===== src/rtl/bas_pkg.sv =====
package bas_pkg;
   typedef logic [7:0] char_t;

   function automatic char_t pick_char(input logic bit_v, input char_t one_c, input char_t zero_c);
      return bit_v ? one_c : zero_c;
   endfunction
endpackage


===== src/rtl/bas_rot_reg.sv =====
module bas_rot_reg #(
   parameter int DATA_W = 16
) (
   input  logic              clk,
   input  logic              rst_n,
   input  logic              load_go,
   input  logic              step,
   input  logic [DATA_W-1:0] load_val,
   output logic [DATA_W-1:0] word_q,
   output logic              top_bit
);
   logic [DATA_W-1:0] rot_next;

   // rotate left: position i takes the bit below it, bit 0 takes the top bit
   for (genvar i = 0; i < DATA_W; i++) begin : g_rot
      if (i == 0) begin : g_wrap
         assign rot_next[i] = word_q[DATA_W-1];
      end else begin : g_mid
         assign rot_next[i] = word_q[i-1];
      end
   end

   always_ff @(posedge clk or negedge rst_n) begin
      if (!rst_n) begin
         word_q <= '0;
      end else if (load_go) begin
         word_q <= load_val;
      end else if (step) begin
         word_q <= rot_next;
      end
   end

   assign top_bit = word_q[DATA_W-1];
endmodule


===== src/rtl/bas_step_cnt.sv =====
module bas_step_cnt #(
   parameter int DATA_W = 16,
   localparam int CNT_W = (DATA_W > 1) ? $clog2(DATA_W) : 1
) (
   input  logic clk,
   input  logic rst_n,
   input  logic load_go,
   input  logic step,
   output logic busy,
   output logic done
);
   localparam logic [CNT_W-1:0] LAST_IDX = CNT_W'(DATA_W - 1);

   logic [CNT_W-1:0] idx_q;
   logic             last;

   assign last = (idx_q == LAST_IDX);

   always_ff @(posedge clk or negedge rst_n) begin
      if (!rst_n) begin
         busy  <= 1'b0;
         done  <= 1'b0;
         idx_q <= '0;
      end else begin
         done <= step && last;
         if (load_go) begin
            busy  <= 1'b1;
            idx_q <= '0;
         end else if (step) begin
            idx_q <= idx_q + 1'b1;
            if (last) busy <= 1'b0;
         end
      end
   end
endmodule


===== src/rtl/bas_char_map.sv =====
module bas_char_map
   import bas_pkg::*;
#(
   parameter char_t CHAR_ONE  = 8'h31,
   parameter char_t CHAR_ZERO = 8'h30
) (
   input  logic  bit_i,
   output char_t char_o
);
   assign char_o = pick_char(bit_i, CHAR_ONE, CHAR_ZERO);
endmodule


===== src/rtl/bin_ascii_ser.sv =====
module bin_ascii_ser
   import bas_pkg::*;
#(
   parameter int    DATA_W    = 16,
   parameter char_t CHAR_ONE  = 8'h31,
   parameter char_t CHAR_ZERO = 8'h30
) (
   input  logic              clk,
   input  logic              rst_n,
   input  logic              load_i,
   input  logic [DATA_W-1:0] data_i,
   output logic [7:0]        char_o,
   output logic              char_valid_o,
   input  logic              char_ready_i,
   output logic              busy_o,
   output logic              done_o,
   output logic [DATA_W-1:0] word_o
);
   if (DATA_W < 2) begin : g_bad_width
      $error("bin_ascii_ser: DATA_W must be at least 2");
   end
   if (CHAR_ONE == CHAR_ZERO) begin : g_bad_chars
      $error("bin_ascii_ser: digit characters must differ");
   end

   logic load_go;
   logic step;
   logic top_bit;

   assign load_go = load_i && !busy_o;
   assign step    = busy_o && char_ready_i;

   bas_rot_reg #(.DATA_W(DATA_W)) rot_i (
      .clk(clk), .rst_n(rst_n), .load_go(load_go), .step(step),
      .load_val(data_i), .word_q(word_o), .top_bit(top_bit)
   );

   bas_step_cnt #(.DATA_W(DATA_W)) cnt_i (
      .clk(clk), .rst_n(rst_n), .load_go(load_go), .step(step),
      .busy(busy_o), .done(done_o)
   );

   bas_char_map #(.CHAR_ONE(CHAR_ONE), .CHAR_ZERO(CHAR_ZERO)) map_i (
      .bit_i(top_bit), .char_o(char_o)
   );

   assign char_valid_o = busy_o;
endmodule


===== config.mk =====
export PLATFORM = sky130hd
export DESIGN_NAME = bin_ascii_ser
export DESIGN_NICKNAME = d
export VERILOG_FILES = /design/src/rtl/bas_pkg.sv /design/src/rtl/bas_rot_reg.sv /design/src/rtl/bas_step_cnt.sv /design/src/rtl/bas_char_map.sv /design/src/rtl/bin_ascii_ser.sv
export SDC_FILE = /design/constraint.sdc
export NUM_CORES = 1
export LEC_CHECK = 0
export ABC_AREA = 1
export BUFFER_PORTS_ARGS = -buffer_cell sky130_fd_sc_hd__buf_4
export CAP_MARGIN = 20
export CORE_MARGIN = 10
export CORE_UTILIZATION = 35
export CTS_CLUSTER_DIAMETER = 120
export DETAILED_ROUTE_END_ITERATION = 6
export PLACE_DENSITY_LB_ADDON = 0.2
export SETUP_SLACK_MARGIN = 0.2
export SYNTH_ARGS = -nofsm -noshare
export SYNTH_HDL_FRONTEND = slang
export SYNTH_SLANG_ARGS = --single-unit

===== constraint.sdc =====
create_clock -name clk -period 3.3 [get_ports clk]
set_input_delay 0.33 -clock clk [delete_from_list [all_inputs] [get_ports clk]]
set_output_delay 0.33 -clock clk [all_outputs]
set_load 0.03 [all_outputs]

==> results of run 1 <==
## path summary, 6_finish.rpt
kind	from	to	cells past startpoint
worst max register to register	cnt_i.busy	rot_i.word_q[2]	4
worst max-delay path	cnt_i.busy	busy_o	1
worst min register to register	cnt_i.idx_q[1]	cnt_i.idx_q[1]	2
max in group asynchronous	rst_n	rot_i.word_q[10]	2
worst min-delay path	data_i[1]	rot_i.word_q[1]	3
min in group asynchronous	rst_n	rot_i.word_q[9]	2
## layout make-up
cell class	count	area [um2]	area share (%)
multi-input cells	96	495	33.1
well taps	46	57.6	3.85
clock inverters	1	30.0	2.01
inverters	8	37.5	2.51
clock buffers	3	22.5	1.51
flip-flops and latches	22	551	36.8
repair buffers	40	303	20.2
## tightest hold or removal path: stages
cell and delay (ns):
buf_4 0.08, nand2_1 0.04, nand3_1 0.07
## layout by cell type (no fill, tap or decap), types with 2 or more instances in the layout
cell	instances
a21oi_1	3
buf_4	39
clkbuf_4	3
conb_1	7
dfrtp_1	22
inv_1	7
nand2_1	45
nand2_2	10
nand3_1	10
nand3_2	8
nor2_1	6
nor3_1	2
## layer usage
layer / vias up / share of wire (%)
met5: - / 0
met4: 0 / 0.53
met3: 2 / 9.3
met1: 414 / 41
met2: 28 / 49
li1: 477 / -
## power breakdown
group          switching [uW]  leakage [uW]  internal [uW]
clock                    80.4     0.0000279            123
combinational             405      0.000507            244
sequential                113      0.000279            384
total                     598      0.000815            751
## timing repair
item                      4_1_cts  5_1_grt
hold buffers                    1        0
setup buffers                   0        0
hold endpoints to repair       22        0
## kinds of logic (layout without fill, tap and decap cells)
family | count (synthesis) | after routing | share of synthesized area [%]
flip-flops | 22 | 22 | 46.7
AND/OR/NAND/NOR | 84 | 84 | 37.0
AO/OA/AOI/OAI | 4 | 4 | 1.70
other | 2 | 7 | 0.637
buffers and inverters | 21 | 52 | 12.8
adder cells (fa/ha/maj) | 1 | 1 | 1.06
## registers in the layout, indices dropped and copies added (netlist names)
name          count
cnt_i.idx_q       4
rot_i.word_q     16
cnt_i.done        1
cnt_i.busy        1
## per-stage QoR
stage	hold WS (ns)	power [uW]	setup slack (ns)	cells	utilization, %
detailed placement	0.236	1160	1.98	211	43.7
finish	0.236	1350	1.94	216	45.6
global route	0.217	1450	1.86	216	45.6
CTS	0.220	1370	1.92	216	45.6
global placement	0.237	1150	2.00	211	43.7
floorplan	0.0344	955	2.01	139	-
==> results by group, run 1 <==
Yosys
  – Post-Syn Instances: 134
  – Synth top area cells: dfrtp_1 47%, nand2_1 14%, buf_4 7.0%, nand3_2 6.8%, nand2_2 5.3%
  – Synth top cells by count: 45 x nand2_1, 22 x dfrtp_1, 11 x buf_4
  – Flops & latches, synth: 22
  – Post-synth EDFFs: 0
  – Synth top area share: 46.7%
  – Asr flop ratio synth: 100%
  – Area of the mapped netlist: 1180 um2
  – Synth cell types: 19
  – Most common cell in the synthesized netlist: nand2_1
  – Cell taking the most area after synthesis: dfrtp_1
  – Yosys warns: 0
  – Top_reg_cell synth: dfrtp_1
  – Seq/Total Area, Yosys: 46.7%
  – Syn Area/Cell: 8.80 um2

Clocking
  – CTS Sinks: 22
  – Num CTS Buffers: 3
  – Clk pin slew, worst setup/hold paths: 0.12 ns
  – # resized after CTS: 0
  – H-tree depth: 1
  – CTS tree: done
  – Clk root buf: clkbuf_4
  – Latest clock arrival within the worst-skew pair: 0.30 ns
  – CTS Buffer Depth: 2

Routing
  – Antenna-violating nets left: 0
  – DRT Wirelength: 2660 um
  – DR WL/cell: 12.3 um
  – Drt drc: 0
  – Via Count: 921
  – Vias/cell: 4.26
  – DR iter-0 viols: 60
  – Drt pass-1 iters: 4

Timing
  – Tmin final: 1.36 ns
  – Period utilisation layout: 41.1%
  – Final clock skew: 0.00394 ns
  – Final setup fails: 0
  – Setup TNS: 0 ns
  – Fmax: 737 MHz
  – Hold Vio Cnt, Final: 0
  – RSZ-0062 raised after global routing: false
  – Max Slew Vio Count: 0

Cells and area
  – Area delta synth->final: 27.0%
  – Fillers: 341
  – Layout Nets: 192
  – Final Instance Area: 1500 um2
  – Layout cell share with drive strength beyond 1: 38.2%
  – Diodes inserted: 0

Global route
  – Grt total ovfl: 0
  – Largest net degree at the start of global routing: 23
  – Initial antenna violation count: 0
  – Most crowded layer after global routing: met2
  – Vias in the first global route: 984
  – GRT met2 Usage: 14.2%
  – First-pass GRT wire length: 4570 um
  – Met1 usage: 10.4%
  – Grt met3 use: 3.99%
  – Overall routing resource usage: 8.89%

Die
  – Num ports: 47
  – Core area: 3280 um2
  – Rows: 21
  – Die W: 78.0 um
  – Initial Utilization: 35.9%
  – Die Area: 6090 um2
  – Die height: 78.0 um

Worst hold path
  – Worst hold path class: in2reg

Place
  – Post-Place Cell Area: 1430 um2
  – GPL Wtd Cong: 0.728
  – Port bufs: 39
  – Detail Placement HPWL: 2050 um

Critical path
  – Worst EP required: 2.97 ns
  – WP buf/inv: 1
  – Crit path DAT: 1.03 ns
  – Setup Crit Path Kind: reg2out
  – Element type at the critical path start: flip-flop
  – Critical path's slowest cell: dfrtp_1
  – Critical path fanouts, max: 5
  – Worst path cell trace: buf_4
  – Critical Path Max Stage Delay: 0.51 ns
  – Reg-to-reg setup timing slack: 1.99 ns
  – CP top delay family: flip-flops
  – CP Capture Type: output port

Run status
  – Outcome: finished, final reports clean

Pwr
  – Pwr dens: 901 nW/um2
  – Leakage: 0.000815 uW
  – VDD IR max: 0.000349 V

Flow run
  – MaxCap Viol Count: 0
(Power assumes the default switching activity.)
==> run 2: changes to the inputs <==
==> constraint.sdc (replaced) <==
create_clock -name clk -period 1.2 [get_ports clk]
set_input_delay 0.12 -clock clk [delete_from_list [all_inputs] [get_ports clk]]
set_output_delay 0.12 -clock clk [all_outputs]
set_load 0.03 [all_outputs]
==> results by group, run 2 (synthesis results as in run 1) <==
Die
  – Initial Utilization: 35.9% (unchanged)
  – Die Area: 6090 um2 (unchanged)
  – Num ports: 47 (unchanged)
  – Die height: 78.0 um (unchanged)
  – Rows: 21 (unchanged)
  – Die W: 78.0 um (unchanged)
  – Core area: 3280 um2 (unchanged)

Clocking
  – Latest clock arrival within the worst-skew pair: 0.31 ns (about the same)
  – CTS Buffer Depth: 2 (unchanged)
  – CTS tree: done
  – CTS Sinks: 22 (unchanged)
  – H-tree depth: 1 (unchanged)
  – Clk pin slew, worst setup/hold paths: 0.13 ns (about the same)
  – Clk root buf: clkbuf_4
  – Num CTS Buffers: 3 (unchanged)

Critical path
  – Setup Crit Path Kind: reg2reg
  – Reg-to-reg setup timing slack: 0.02 ns (-1.97 ns)
  – Worst r2r dst: rot_i.word_q[4]
  – R2R cell count: 6 (+2)
  – Worst EP required: 1.46 ns (-1.51 ns)
  – Critical path fanouts, max: 7 (+2)
  – CP Capture Type: flip-flop
  – Crit path DAT: 1.45 ns (+0.42 ns)
  – Element type at the critical path start: flip-flop
  – Reg2Reg Launch Point: cnt_i.busy

Global route
  – Initial antenna violation count: 0 (unchanged)
  – Grt total ovfl: 0 (unchanged)
  – First-pass GRT wire length: 5260 um (+15%)
  – Largest net degree at the start of global routing: 23 (unchanged)
  – Vias in the first global route: 1105 (+12%)
  – Overall routing resource usage: 10.3% (+1.4 points)

Flow run
  – MaxCap Viol Count: 0 (unchanged)

Worst hold path
  – Hold path cells: 3 (unchanged)
  – Worst Hold Path EP: rot_i.word_q[3]
  – HP Start: data_i[3]
  – Worst hold path class: in2reg

Cells and area
  – Top reg by flops: rot_i.word_q
  – Fillers: 285 (-16%)
  – Most frequent cells in the layout: 42 x buf_4, 27 x nand2_1, 23 x nand2_2, 21 x dfrtp_1, 20 x buf_6
  – Layout cell share with drive strength beyond 1: 62.2% (+24 points)
  – Diodes inserted: 0 (unchanged)
  – Final core occ: 60.4% (+15 points)
  – Sequential Area: 552 um2 (+0.23%)
  – Commonest non-fill, non-tap cell in the layout: buf_4
  – Post-Layout Cell Count: 247 (+14%)
  – Area delta synth->final: 68.4%
  – Layout Nets: 223 (+16%)
  – Regs by FF count: rot_i.word_q (16), cnt_i.idx_q (4)
  – Multi-input gate area: 623 um2 (+26%)
  – Max FFs per register: 16 (unchanged)

Routing
  – Vias/cell: 4.40 (+3.2%)
  – DRT Wirelength: 3350 um (+26%)
  – Antenna-violating nets left: 0 (unchanged)
  – DR WL/cell: 13.6 um (+10%)
  – Via Count: 1087 (+18%)
  – Drt pass-1 iters: 4 (unchanged)
  – Drt drc: 0 (unchanged)
  – DR iter-0 viols: 64 (+6.7%)

Timing
  – Hold Vio Cnt, Final: 0 (unchanged)
  – Max Slew Vio Count: 0 (unchanged)
  – Final clock skew: 0.0117 ns (+0.00773 ns)
  – Fmax: 846 MHz
  – RSZ-0062 raised after global routing: true
  – Setup TNS: 0 ns (unchanged)
  – Period utilisation layout: 98.5%
  – Tmin final: 1.18 ns
  – Hold_ws: 0.0125 ns (-0.223 ns)
  – Final setup fails: 0 (unchanged)

Pwr
  – VDD IR max: 0.00101 V (+190%)
  – Final Power: 4590 uW (+240%)
  – Pwr dens: 2310 nW/um2 (+160%)
  – Leakage: 0.00109 uW (+33%)

Run status
  – Outcome: finished, final reports clean

Place
  – DP Cell Count: 214 (+1.4%)
  – GPL Wtd Cong: 0.780 (+7.2%)
  – Port bufs: 39 (unchanged)
  – Detail Placement HPWL: 2140 um (+4.2%)
[run 2: final cells by class]
cell class | count | area share, %
flip-flops and latches | 22 | 27.8
multi-input cells | 96 | 31.4
clock buffers | 4 | 1.32
inverters | 8 | 1.89
well taps | 46 | 2.90
repair buffers | 71 | 34.7
[run 2: stage by stage]
stage / setup slack (ns) / area [um2]
2_1_floorplan: 0.0306 / 1200
5_1_grt: -0.0185 / 1980
6_report: 0.0180 / 1980
3_5_place_dp: 0.0260 / 1460
3_3_place_gp: 0.0727 / 1460
4_1_cts: 0.0460 / 1810
[run 2: worst max-delay path, stage by stage (launching register included)]
cell and delay, ns:
dfrtp_2 0.49, nand2_4 0.13, inv_8 0.05, nor2_8 0.18
buf_12 0.15, nand2_1 0.07, nand3_2 0.06
[run 2: what timing repair did]
item	CTS	global route
resized for setup	35	31
pin swaps	6	8
endpoints found under the setup margin	38	41
endpoints found under the hold margin	23	1
hold buffers	2	1
cloned	1	0
buffers inserted	18	7
[run 2: how the worst max path moves through the flow]
stage | start | endpoint | slack (ns) | cells past startpoint
finish | cnt_i.busy | rot_i.word_q[4] | 0.02 | 6
global route | cnt_i.busy | rot_i.word_q[4] | -0.02 | 6
CTS | cnt_i.busy | rot_i.word_q[8] | 0.05 | 5
detailed placement | cnt_i.busy | rot_i.word_q[5] | 0.03 | 5
global placement | cnt_i.busy | rot_i.word_q[6] | 0.07 | 5
floorplan | cnt_i.busy | rot_i.word_q[14] | 0.03 | 5
[run 2: metal layers]
metal  track usage [%]  share of wire, %
met2              17.5                51
met4              1.08              0.69
met5                 0                 0
met3              4.78               6.6
met1              12.1                41
[run 2: power by group]
part	switching (uW)	leakage, uW	internal [uW]
Combinational	1480	0.000792	1420
Clock	227	0.0000150	130
Sequential	271	0.000279	1060
Total	1980	0.00109	2610
==> run 3: changes to the inputs <==
--- a/config.mk
+++ b/config.mk
@@ -16,4 +16,5 @@
 export SETUP_SLACK_MARGIN = 0.2
 export SYNTH_ARGS = -nofsm -noshare
 export SYNTH_HDL_FRONTEND = slang
+export SYNTH_HIERARCHICAL = 1
 export SYNTH_SLANG_ARGS = --single-unit
==> results by group, run 3 <==
Routing
  – Drt drc: 0 (unchanged)
  – DRT Wirelength: 3190 um (-4.8%)
  – DR iter-0 viols: 66 (+3.1%)
  – Met3 Wirelength: 186 um (-16%)
  – DR WL/cell: 13.3 um (-1.6%)
  – Met2 wire length: 1620 um (-5.8%)
  – Antenna-violating nets left: 0 (unchanged)
  – Top layer in use: met4
  – Vias/cell: 4.56 (+3.7%)
  – Wl on met1: 1370 um (-0.79%)
  – Drt pass-1 iters: 4 (unchanged)
  – Via Count: 1091 (+0.37%)

Die
  – Core area: 3050 um2 (-7.0%)
  – Num ports: 47 (unchanged)
  – Die W: 76.5 um (-2.0%)
  – Initial Utilization: 36.6% (+0.67 points)
  – Die Area: 5850 um2 (-4.0%)
  – Rows: 20 (-4.8%)
  – Die height: 76.5 um (-2.0%)

Place
  – GPL Wtd Cong: 0.759 (-2.6%)
  – Detail Placement HPWL: 2080 um (-2.5%)
  – Place WS: 0.0732 ns (+0.0472 ns)
  – Post-Place Cell Area: 1390 um2 (-4.5%)
  – Port bufs: 39 (unchanged)

Yosys
  – Yosys warns: 6 (+6)
  – Flops & latches, synth: 22 (unchanged)
  – Post-synth EDFFs: 0 (unchanged)
  – Syn Area/Cell: 8.39 um2 (-4.6%)
  – Asr flop ratio synth: 100% (unchanged)
  – Synth top area cells: dfrtp_1 49%, nand3_1 15%, nand2_1 13%, buf_4 8.1%, nor2_1 2.4%
  – Top_reg_cell synth: dfrtp_1
  – Synth cell types: 18 (-1)
  – Area of the mapped netlist: 1120 um2 (-5.3%)
  – Cell taking the most area after synthesis: dfrtp_1
  – Seq/Total Area, Yosys: 49.3% (+2.6 points)
  – Post-Syn Instances: 133 (-0.75%)
  – Synth top cells by count: 39 x nand2_1, 33 x nand3_1, 22 x dfrtp_1
  – Synth top area share: 49.3% (+2.6 points)
  – Most common cell in the synthesized netlist: nand2_1

Global route
  – Grt total ovfl: 0 (unchanged)
  – Overall routing resource usage: 10.0% (-0.28 points)
  – Initial antenna violation count: 0 (unchanged)
  – Vias in the first global route: 1059 (-4.2%)
  – Largest net degree at the start of global routing: 23 (unchanged)
  – First-pass GRT wire length: 5040 um (-4.2%)

Pwr
  – Sw Pwr: 1870 uW (-5.4%)
  – Pwr dens: 2450 nW/um2 (+6.0%)
  – Sw frac: 43.1% (-0.11 points)
  – Part of the power in the clock network: 9.6% (+1.8 points)
  – VDD IR max: 0.000947 V (-6.0%)
  – Seq pwr share: 29.9% (+0.9 points)
  – Leakage: 0.000914 uW (-16%)
  – Logic pwr share: 60.6% (-2.6 points)
  – Final Power: 4350 uW (-5.2%)
  – Internal power: 2480 uW (-5.0%)

Run status
  – Outcome: finished, final reports clean

Worst hold path
  – Worst hold path class: in2reg

Clocking
  – Latest clock arrival within the worst-skew pair: 0.31 ns (about the same)
  – Num CTS Buffers: 3 (unchanged)
  – CTS tree: done
  – H-tree depth: 1 (unchanged)
  – Clk root buf: clkbuf_4
  – Clk pin slew, worst setup/hold paths: 0.13 ns (about the same)
  – CTS Sinks: 22 (unchanged)
  – CTS Buffer Depth: 2 (unchanged)

Cells and area
  – Regs by FF count: rot_i/word_q (16), cnt_i/idx_q (4)
  – Sequential Area: 552 um2 (unchanged)
  – Layout Nets: 217 (-2.7%)
  – Area delta synth->final: 59.1%
  – Multi-input gate area: 477 um2 (-23%)
  – Fillers: 297 (+4.2%)
  – Final Instance Area: 1780 um2 (-11%)
  – Most frequent cells in the layout: 44 x buf_4, 38 x nand2_1, 32 x nand3_1, 21 x dfrtp_1, 19 x buf_6
  – Commonest non-fill, non-tap cell in the layout: buf_4
  – Layout cell share with drive strength beyond 1: 43.6% (-19 points)
  – Diodes inserted: 0 (unchanged)
  – Top reg by flops: rot_i/word_q
  – Final core occ: 58.2% (-2.3 points)
  – Max FFs per register: 16 (unchanged)

Critical path
  – CP Capture Type: flip-flop
  – Setup Crit Path Kind: reg2reg
  – Critical path fanouts, max: 16 (+9)
  – Element type at the critical path start: flip-flop
  – Worst path cell trace: nor2_4 > buf_12 > inv_4 > nand3_1 > nand3_1
  – Critical path's slowest cell: dfrtp_2
  – Worst EP required: 1.39 ns (-0.07 ns)
  – Crit path DAT: 1.30 ns (-0.15 ns)
  – Reg-to-reg setup timing slack: 0.09 ns (+0.08 ns)
  – Most used cell, CP: nand3_1
  – Critical Path Max Stage Delay: 0.48 ns (about the same)

Timing
  – Hold Vio Cnt, Final: 0 (unchanged)
  – Final clock skew: 0.00801 ns (-0.00366 ns)
  – Tmin final: 1.11 ns (-0.0760 ns)
  – Post-route setup slack: 0.0941 ns (+0.0760 ns)
  – Setup TNS: 0 ns (unchanged)
  – Fmax: 904 MHz (+6.9%)
  – RSZ-0062 raised after global routing: true
  – Max Slew Vio Count: 0 (unchanged)
  – Final setup fails: 0 (unchanged)
  – Period utilisation layout: 92.2% (-6.3 points)

Flow run
  – MaxCap Viol Count: 0 (unchanged)
## run 3: cell count changes after synthesis, moves of 2 or more
cell,before,now
nand2_1,45,39
nand2_2,10,1
nor3_1,2,0
inv_1,7,5
nand3_2,8,0
nand3_1,10,33
## run 3: what timing repair did
| item | in CTS | in global routing |
|---|---|---|
| hold buffers | 1 | 0 |
| gates cloned | 0 | 3 |
| buffers inserted | 18 | 5 |
| hold endpoints to repair | 22 | 0 |
| endpoints found under the setup margin | 41 | 42 |
| resized for setup | 23 | 12 |
| pin swaps | 0 | 7 |
## run 3: final cells by class
cell class                 instances  share of cell area (%)
multi-input combinational         95                    26.8
sequential                        22                    31.1
tap                               44                    3.10
inverter                           6                    1.83
timing repair inverter             1                   0.493
clock buffer                       4                    2.04
timing repair buffer              67                    34.6
## run 3: cells by family (layout without fill, tap and decap cells)
| kind of cell | count (synthesis) | count (layout) | synth area share, % |
|---|---|---|---|
| AND/OR/NAND/NOR | 82 | 83 | 33.2 |
| other | 2 | 7 | 0.673 |
| adder cells (fa/ha/maj) | 1 | 1 | 1.12 |
| buffers and inverters | 22 | 78 | 13.9 |
| AO/OA/AOI/OAI | 4 | 4 | 1.79 |
| flip-flops | 22 | 22 | 49.3 |
## run 3: through the flow
| step | hold WS (ns) | std cells |
|---|---|---|
| floorplan | -0.176 | 138 |
| global placement | 0.0327 | 208 |
| detailed placement | 0.0305 | 208 |
| CTS | 0.00602 | 231 |
| global route | 0.00432 | 239 |
| finish | 0.0180 | 239 |
## run 3: critical path: cells and delay by family, from the launching register on
family / cells / cell delay (ns)
flip-flops: 1 / 0.48
AND/OR/NAND/NOR: 3 / 0.28
buffers and inverters: 2 / 0.24
## run 3: path summary, 6_finish.rpt
path / startpoint / cells past startpoint / end
worst max-delay path: cnt_i/busy / 5 / rot_i/word_q[13]
worst min-delay path: data_i[6] / 3 / rot_i/word_q[6]
worst max register to register: cnt_i/busy / 5 / rot_i/word_q[13]
worst min register to register: cnt_i/idx_q[3] / 3 / cnt_i/idx_q[3]
max in group asynchronous: rst_n / 2 / cnt_i/busy
min in group asynchronous: rst_n / 2 / rot_i/word_q[8]
## run 3: power groups by stage
stage                     logic, uW  clock network, uW  registers (uW)
after CTS                      2360                437            1290
final                          2640                417            1300
after floorplan                 915                  0            1680
after global placement         1830                  0            1300
after global routing           2840                475            1340
after detailed placement       1840                  0            1320
## run 3: routing by layer
layer	GRT usage [%]	vias to the layer above
met3	3.42	2
met5	0	-
met1	12.2	523
li1	-	536
met2	16.4	30
met4	2.79	0
